--- config.mk ---
export PLATFORM = sky130hd
export DESIGN_NAME = mdio_c45_master
export DESIGN_NICKNAME = d
export VERILOG_FILES = /design/src/rtl/mdio_c45_pkg.sv /design/src/rtl/mdio_mdc_divider.sv /design/src/rtl/mdio_frame_shifter.sv /design/src/rtl/mdio_c45_master.sv
export SDC_FILE = /design/constraint.sdc
export NUM_CORES = 1
export LEC_CHECK = 0
export BUFFER_PORTS_ARGS = -buffer_cell sky130_fd_sc_hd__buf_2
export CAP_MARGIN = 20
export CORE_ASPECT_RATIO = 2
export CORE_MARGIN = 4
export CORE_UTILIZATION = 60
export CTS_BUF_LIST = sky130_fd_sc_hd__clkbuf_2
export DETAILED_ROUTE_END_ITERATION = 16
export PLACE_DENSITY_LB_ADDON = 0.25
export SYNTH_ARGS = -nofsm -noshare
export SYNTH_HDL_FRONTEND = slang
export SYNTH_SLANG_ARGS = --single-unit
--- constraint.sdc ---
create_clock -name clk -period 2.2 [get_ports clk]
set_input_delay 0 -clock clk [delete_from_list [all_inputs] [get_ports clk]]
set_output_delay 0 -clock clk [all_outputs]
set_load 0.005 [all_outputs]
--- src/rtl/mdio_c45_pkg.sv ---
package mdio_c45_pkg;

  localparam int FRAME_BITS = 64;
  localparam int DATA_BITS  = 16;
  localparam int RD_FIRST   = FRAME_BITS - DATA_BITS;
  localparam int IDX_W      = $clog2(FRAME_BITS);

  typedef enum logic [1:0] {
    OP_SET_ADDR = 2'b00,
    OP_WRITE    = 2'b01,
    OP_READ_INC = 2'b10,
    OP_READ     = 2'b11
  } mdio_op_e;

  typedef enum logic [1:0] {
    SEQ_IDLE,
    SEQ_ADDR,
    SEQ_DATA
  } seq_state_e;

  // Whole frame, first bit on the wire in the top position.
  function automatic logic [FRAME_BITS-1:0] pack_frame(
    mdio_op_e             op,
    logic [4:0]           prt,
    logic [4:0]           dev,
    logic [DATA_BITS-1:0] payload
  );
    return {{32{1'b1}}, 2'b00, op, prt, dev, 2'b10, payload};
  endfunction

endpackage

--- src/rtl/mdio_mdc_divider.sv ---
module mdio_mdc_divider #(
  parameter int HALF_DIV = 40
) (
  input  logic clk,
  input  logic rst_n,
  input  logic run,
  output logic mdc,
  output logic rise_evt,
  output logic fall_evt
);
  localparam int CW = (HALF_DIV > 1) ? $clog2(HALF_DIV) : 1;

  logic [CW-1:0] cnt;
  logic          wrap;

  assign wrap     = (cnt == CW'(HALF_DIV - 1));
  // Last system cycle of the low half: mdc rises at the next edge.
  assign rise_evt = run && wrap && !mdc;
  // Last system cycle of the high half: mdc falls at the next edge.
  assign fall_evt = run && wrap && mdc;

  always_ff @(posedge clk) begin
    if (!rst_n || !run) begin
      cnt <= '0;
      mdc <= 1'b0;
    end else if (wrap) begin
      cnt <= '0;
      mdc <= ~mdc;
    end else begin
      cnt <= cnt + 1'b1;
    end
  end

endmodule

--- src/rtl/mdio_frame_shifter.sv ---
module mdio_frame_shifter
  import mdio_c45_pkg::*;
(
  input  logic                  clk,
  input  logic                  rst_n,
  input  logic                  load,
  input  logic [FRAME_BITS-1:0] load_word,
  input  logic                  rd_frame,
  input  logic                  rise_evt,
  input  logic                  fall_evt,
  input  logic                  mdio_i,
  output logic                  mdio_o,
  output logic                  mdio_oe,
  output logic                  last_bit,
  output logic [DATA_BITS-1:0]  rd_word
);
  logic [FRAME_BITS-1:0] sh;
  logic [IDX_W-1:0]      idx;
  logic                  active;
  logic                  rd_window;

  assign rd_window = rd_frame && (idx >= IDX_W'(RD_FIRST));
  assign mdio_o    = sh[FRAME_BITS-1];
  assign mdio_oe   = active && !rd_window;
  assign last_bit  = active && fall_evt && (idx == IDX_W'(FRAME_BITS - 1));

  always_ff @(posedge clk) begin
    if (!rst_n) begin
      sh     <= '0;
      idx    <= '0;
      active <= 1'b0;
    end else if (load) begin
      sh     <= load_word;
      idx    <= '0;
      active <= 1'b1;
    end else if (last_bit) begin
      active <= 1'b0;
    end else if (active && fall_evt) begin
      sh  <= sh << 1;
      idx <= idx + 1'b1;
    end
  end

  always_ff @(posedge clk) begin
    if (!rst_n) begin
      rd_word <= '0;
    end else if (active && rise_evt && rd_window) begin
      rd_word <= {rd_word[DATA_BITS-2:0], mdio_i};
    end
  end

endmodule

--- src/rtl/mdio_c45_master.sv ---
module mdio_c45_master
  import mdio_c45_pkg::*;
#(
  parameter int HALF_DIV = 40
) (
  input  logic        clk,
  input  logic        rst_n,
  input  logic        req_start,
  input  logic        req_read,
  input  logic [4:0]  req_port,
  input  logic [4:0]  req_dev,
  input  logic [15:0] req_reg,
  input  logic [15:0] req_wdata,
  output logic        busy,
  output logic        done,
  output logic [15:0] rd_data,
  output logic        mdc,
  output logic        mdc_oe,
  output logic        mdio_o,
  output logic        mdio_oe,
  input  logic        mdio_i
);
  seq_state_e state;
  logic       rd_q;
  logic [4:0] port_q, dev_q;
  logic [15:0] wdata_q;

  logic accept, frame_end, load, run, rd_frame;
  logic rise_evt, fall_evt;
  logic [FRAME_BITS-1:0] load_word;
  logic [DATA_BITS-1:0]  rd_word;
  mdio_op_e data_op;

  assign accept   = req_start && (state == SEQ_IDLE);
  assign load     = accept || (frame_end && (state == SEQ_ADDR));
  assign run      = (state != SEQ_IDLE);
  assign rd_frame = (state == SEQ_DATA) && rd_q;
  assign data_op  = rd_q ? OP_READ : OP_WRITE;
  assign load_word = accept
    ? pack_frame(OP_SET_ADDR, req_port, req_dev, req_reg)
    : pack_frame(data_op, port_q, dev_q, rd_q ? 16'h0000 : wdata_q);

  assign busy   = run;
  assign mdc_oe = run;

  always_ff @(posedge clk) begin
    if (!rst_n) begin
      state   <= SEQ_IDLE;
      rd_q    <= 1'b0;
      port_q  <= '0;
      dev_q   <= '0;
      wdata_q <= '0;
      done    <= 1'b0;
      rd_data <= '0;
    end else begin
      done <= 1'b0;
      case (state)
        SEQ_IDLE: if (accept) begin
          rd_q    <= req_read;
          port_q  <= req_port;
          dev_q   <= req_dev;
          wdata_q <= req_wdata;
          state   <= SEQ_ADDR;
        end
        SEQ_ADDR: if (frame_end) state <= SEQ_DATA;
        SEQ_DATA: if (frame_end) begin
          state <= SEQ_IDLE;
          done  <= 1'b1;
          if (rd_q) rd_data <= rd_word;
        end
        default: state <= SEQ_IDLE;
      endcase
    end
  end

  mdio_mdc_divider #(.HALF_DIV(HALF_DIV)) u_div (
    .clk      (clk),
    .rst_n    (rst_n),
    .run      (run),
    .mdc      (mdc),
    .rise_evt (rise_evt),
    .fall_evt (fall_evt)
  );

  mdio_frame_shifter u_shift (
    .clk       (clk),
    .rst_n     (rst_n),
    .load      (load),
    .load_word (load_word),
    .rd_frame  (rd_frame),
    .rise_evt  (rise_evt),
    .fall_evt  (fall_evt),
    .mdio_i    (mdio_i),
    .mdio_o    (mdio_o),
    .mdio_oe   (mdio_oe),
    .last_bit  (frame_end),
    .rd_word   (rd_word)
  );

endmodule

==> impl_metrics.ini <==
[route]
via_per_inst = 6.14
ant_nets = 0
first_pass_iters = 6
drc = 0
wirelength_um = 16300
drtIter0Drc = 480
vias = 5860
wire_per_inst_um = 17.1

[setup_path]
cpMaxStageDelayCell = a21oi_4
worstPathCellList = ha_1, and4bb_4, and3_4, a21oi_4, a31oi_1
r2r_cells = 5
crit_fanout = 34
cp-end-kind = flop
r2r_start = u_div.cnt[0]$_SDFF_PP0_
critPathBufInv = 0
critPathTopFamily = compound AO/OA/AOI/OAI gates
crit_required_ns = 2.77
slowest_delay_ns = 0.69
reg2reg_to = u_shift.sh[32]$_SDFFE_PN0P_
crit_type = flop to flop
r2r_setup_slack_ns = 0.1
crit_arrival_ns = 2.67
start_kind = flop

[hold_path]
worstHoldPathType = input port to flop
holdPathEnd = u_shift.rd_word[0]$_SDFFE_PN0P_
min_from = mdio_i
hold_depth = 4

[logic_synthesis]
synth_ff_type = dfxtp_1
ys.warnings.count = 0
syn_inst = 690
ys_types = 52
synth-async-reset-ratio = 0
ys_seq_elements = 140
syn-cell-area_mm2 = 0.00589
yosysSeqAreaShare = 0.476
synth_nets = 739
synth.avg_cell_area_um2 = 8.54
synth_edf_count = 0

[global_routing]
grt.total_usage = 0.281
grt_pass1_wl_um = 26400
antenna_found_initial = 1
grt_max_degree = 48
gr-total-overflow = 0
first_global_vias = 5612

[clock_tree]
clk_latency_ns = 0.73
clkTransAtPathRegs_ns = 0.21
cts_buffer_depth = 2
cts_root_buf = clkbuf_2
htreeDepth = 4
cts_tree = built
cts_sinks = 140
numCtsBuffers = 17

[timing]
setup_violations = 0
skew_ns = 0.0391
finalSetupTns_ns = 0
relSlewSlack = 0.418
fin_crit_sh = 0.955
worst_slew_pin_slew_ns = 0.871
hold_violations = 0
slew_violations = 0
max_freq_mhz = 476
final.setup.worst_slack_ns = 0.0986
min_period_ns = 2.10
grt_setup_unrepaired = no

[placed_design]
dp_hpwl_um = 8830
dp_cells = 841
numPortBuffers = 68
dp_slack_ns = 0.161
place_area_mm2 = 0.00620
place_congestion = 0.878

[finish]
drive_gt1_frac = 0.175
fin_nets = 858
final_area_mm2 = 0.00727
finalNonFillerCells = 954
multiInputGateArea_mm2 = 0.00265
nFillCells = 627
post-route-util = 0.764
area_growth_pct = 23.3
regArea_mm2 = 0.00281

[run]
max-cap-violations = 0

[floorplanning]
rows = 50
floorplan.die_area_mm2 = 0.0116
start_util = 0.620
die_width_um = 78.1
core_area_mm2 = 0.00951
io_pins = 69
die_h_um = 148

[run_status]
outcome = complete, no violations

[power]
p_leak_nw = 2.72
ir_drop_mv = 0.504
pwr_density_cell_mw_per_mm2 = 667
-- layout by cell type (no fill, tap or decap), types with 7 or more instances in the layout --
cell type	synthesis	routed
dfxtp_1	140	136
buf_4	9	20
inv_1	18	18
nand3_1	92	92
nand2_1	61	61
inv_6	0	7
o221ai_1	15	14
and3_1	29	29
a31oi_1	36	36
a221o_1	9	9
o21ai_0	73	73
dlygate4sd3_1	0	77
clkbuf_2	1	17
a21oi_1	86	86
buf_2	21	68
nor2_1	9	8
-- report_power, final --
part	total, mW	leakage, nW	switching (mW)	internal [mW]
Combinational	0.509	1.42	0.265	0.244
Sequential	2.72	1.15	0.0652	2.66
Clock	1.62	0.151	1.05	0.567
-- synthesized netlist by cell type (5+ instances only) --
cell,number,share of area
a31oi_1,36,0.038
clkbuf_1,29,0.018
nand3_1,92,0.078
dfxtp_1,140,0.48
a221o_1,9,0.015
buf_2,21,0.018
buf_4,9,0.011
nor2_1,9,0.0057
o221ai_1,15,0.022
and3_1,29,0.031
o21ai_0,73,0.062
nand2_1,61,0.039
buf_6,5,0.0096
a21oi_1,86,0.073
inv_1,18,0.011
-- sequential cells by signal, indices dropped and copies added (netlist names) --
name	cells
u_shift.sh	64
rd_data	16
u_shift.rd_word	16
wdata_q	16
u_div.cnt	6
u_shift.idx	6
dev_q	5
port_q	5
state	2
done	1
rd_q	1
u_div.mdc	1
u_shift.active	1
-- tightest hold or removal path: stages --
cell and delay [ns]:
dlygate4sd3_1 0.53, buf_2 0.12, nand3_1 0.06, a21oi_1 0.06
-- layout make-up --
cell class              count  share of cell area
flip-flops and latches    140               0.386
multi-input cells         463               0.364
repair buffers            168               0.181
clock inverters            15              0.0243
well taps                 130              0.0224
clock buffers              17              0.0117
inverters                  19             0.00981
diodes                      2            0.000689
-- worst max path at each step --
stage / start / end / slack, ns / depth (start not counted)
2_1_floorplan: u_div.cnt[0]$_SDFF_PP0_ / u_shift.sh[19]$_SDFFE_PN0P_ / 0.49 / 6
3_3_place_gp: u_div.cnt[0]$_SDFF_PP0_ / u_shift.sh[56]$_SDFFE_PN0P_ / 0.28 / 5
3_5_place_dp: u_div.cnt[0]$_SDFF_PP0_ / u_shift.sh[32]$_SDFFE_PN0P_ / 0.16 / 5
4_1_cts: state[0]$_SDFFE_PN0P_ / mdio_oe / 0.004 / 5
5_1_grt: u_div.cnt[0]$_SDFF_PP0_ / u_shift.sh[35]$_SDFFE_PN0P_ / 0.003 / 5
6_report: u_div.cnt[0]$_SDFF_PP0_ / u_shift.sh[32]$_SDFFE_PN0P_ / 0.1 / 5
-- through the flow --
stage / hold slack, ns / power (mW)
4_1_cts: 0.0334 / 4.83
5_1_grt: 0.0157 / 5.04
6_report: 0.0677 / 4.85
3_3_place_gp: 0.242 / 3.11
3_5_place_dp: 0.250 / 3.13
2_1_floorplan: 0.136 / 3.01
-- what timing repair did --
action	CTS	global route
setup buffers	0	2
endpoints found under the setup margin	0	15
gates resized for setup	0	7
hold buffers	77	0
endpoints found under the hold margin	73	0
-- logic make-up (layout without fill, tap and decap cells) --
logic type      Yosys count  after routing  share of synthesized area
xor+xnor                  5              5                    0.00743
buf+inv                  87            219                     0.0779
fa+ha+maj                 2              2                    0.00425
flops                   140            140                      0.476
compound gates          236            236                      0.241
simple gates            220            220                      0.194
other cells               0              2                          0
-- metal layers --
metal	up-vias	global-route usage	part of all wire
met5	-	0	0
met3	63	0.0642	0.059
met1	2791	0.315	0.39
met4	0	0.116	0.035
li1	2738	-	-
met2	268	0.505	0.52
No activity file was read; power rests on OpenSTA's default activity.
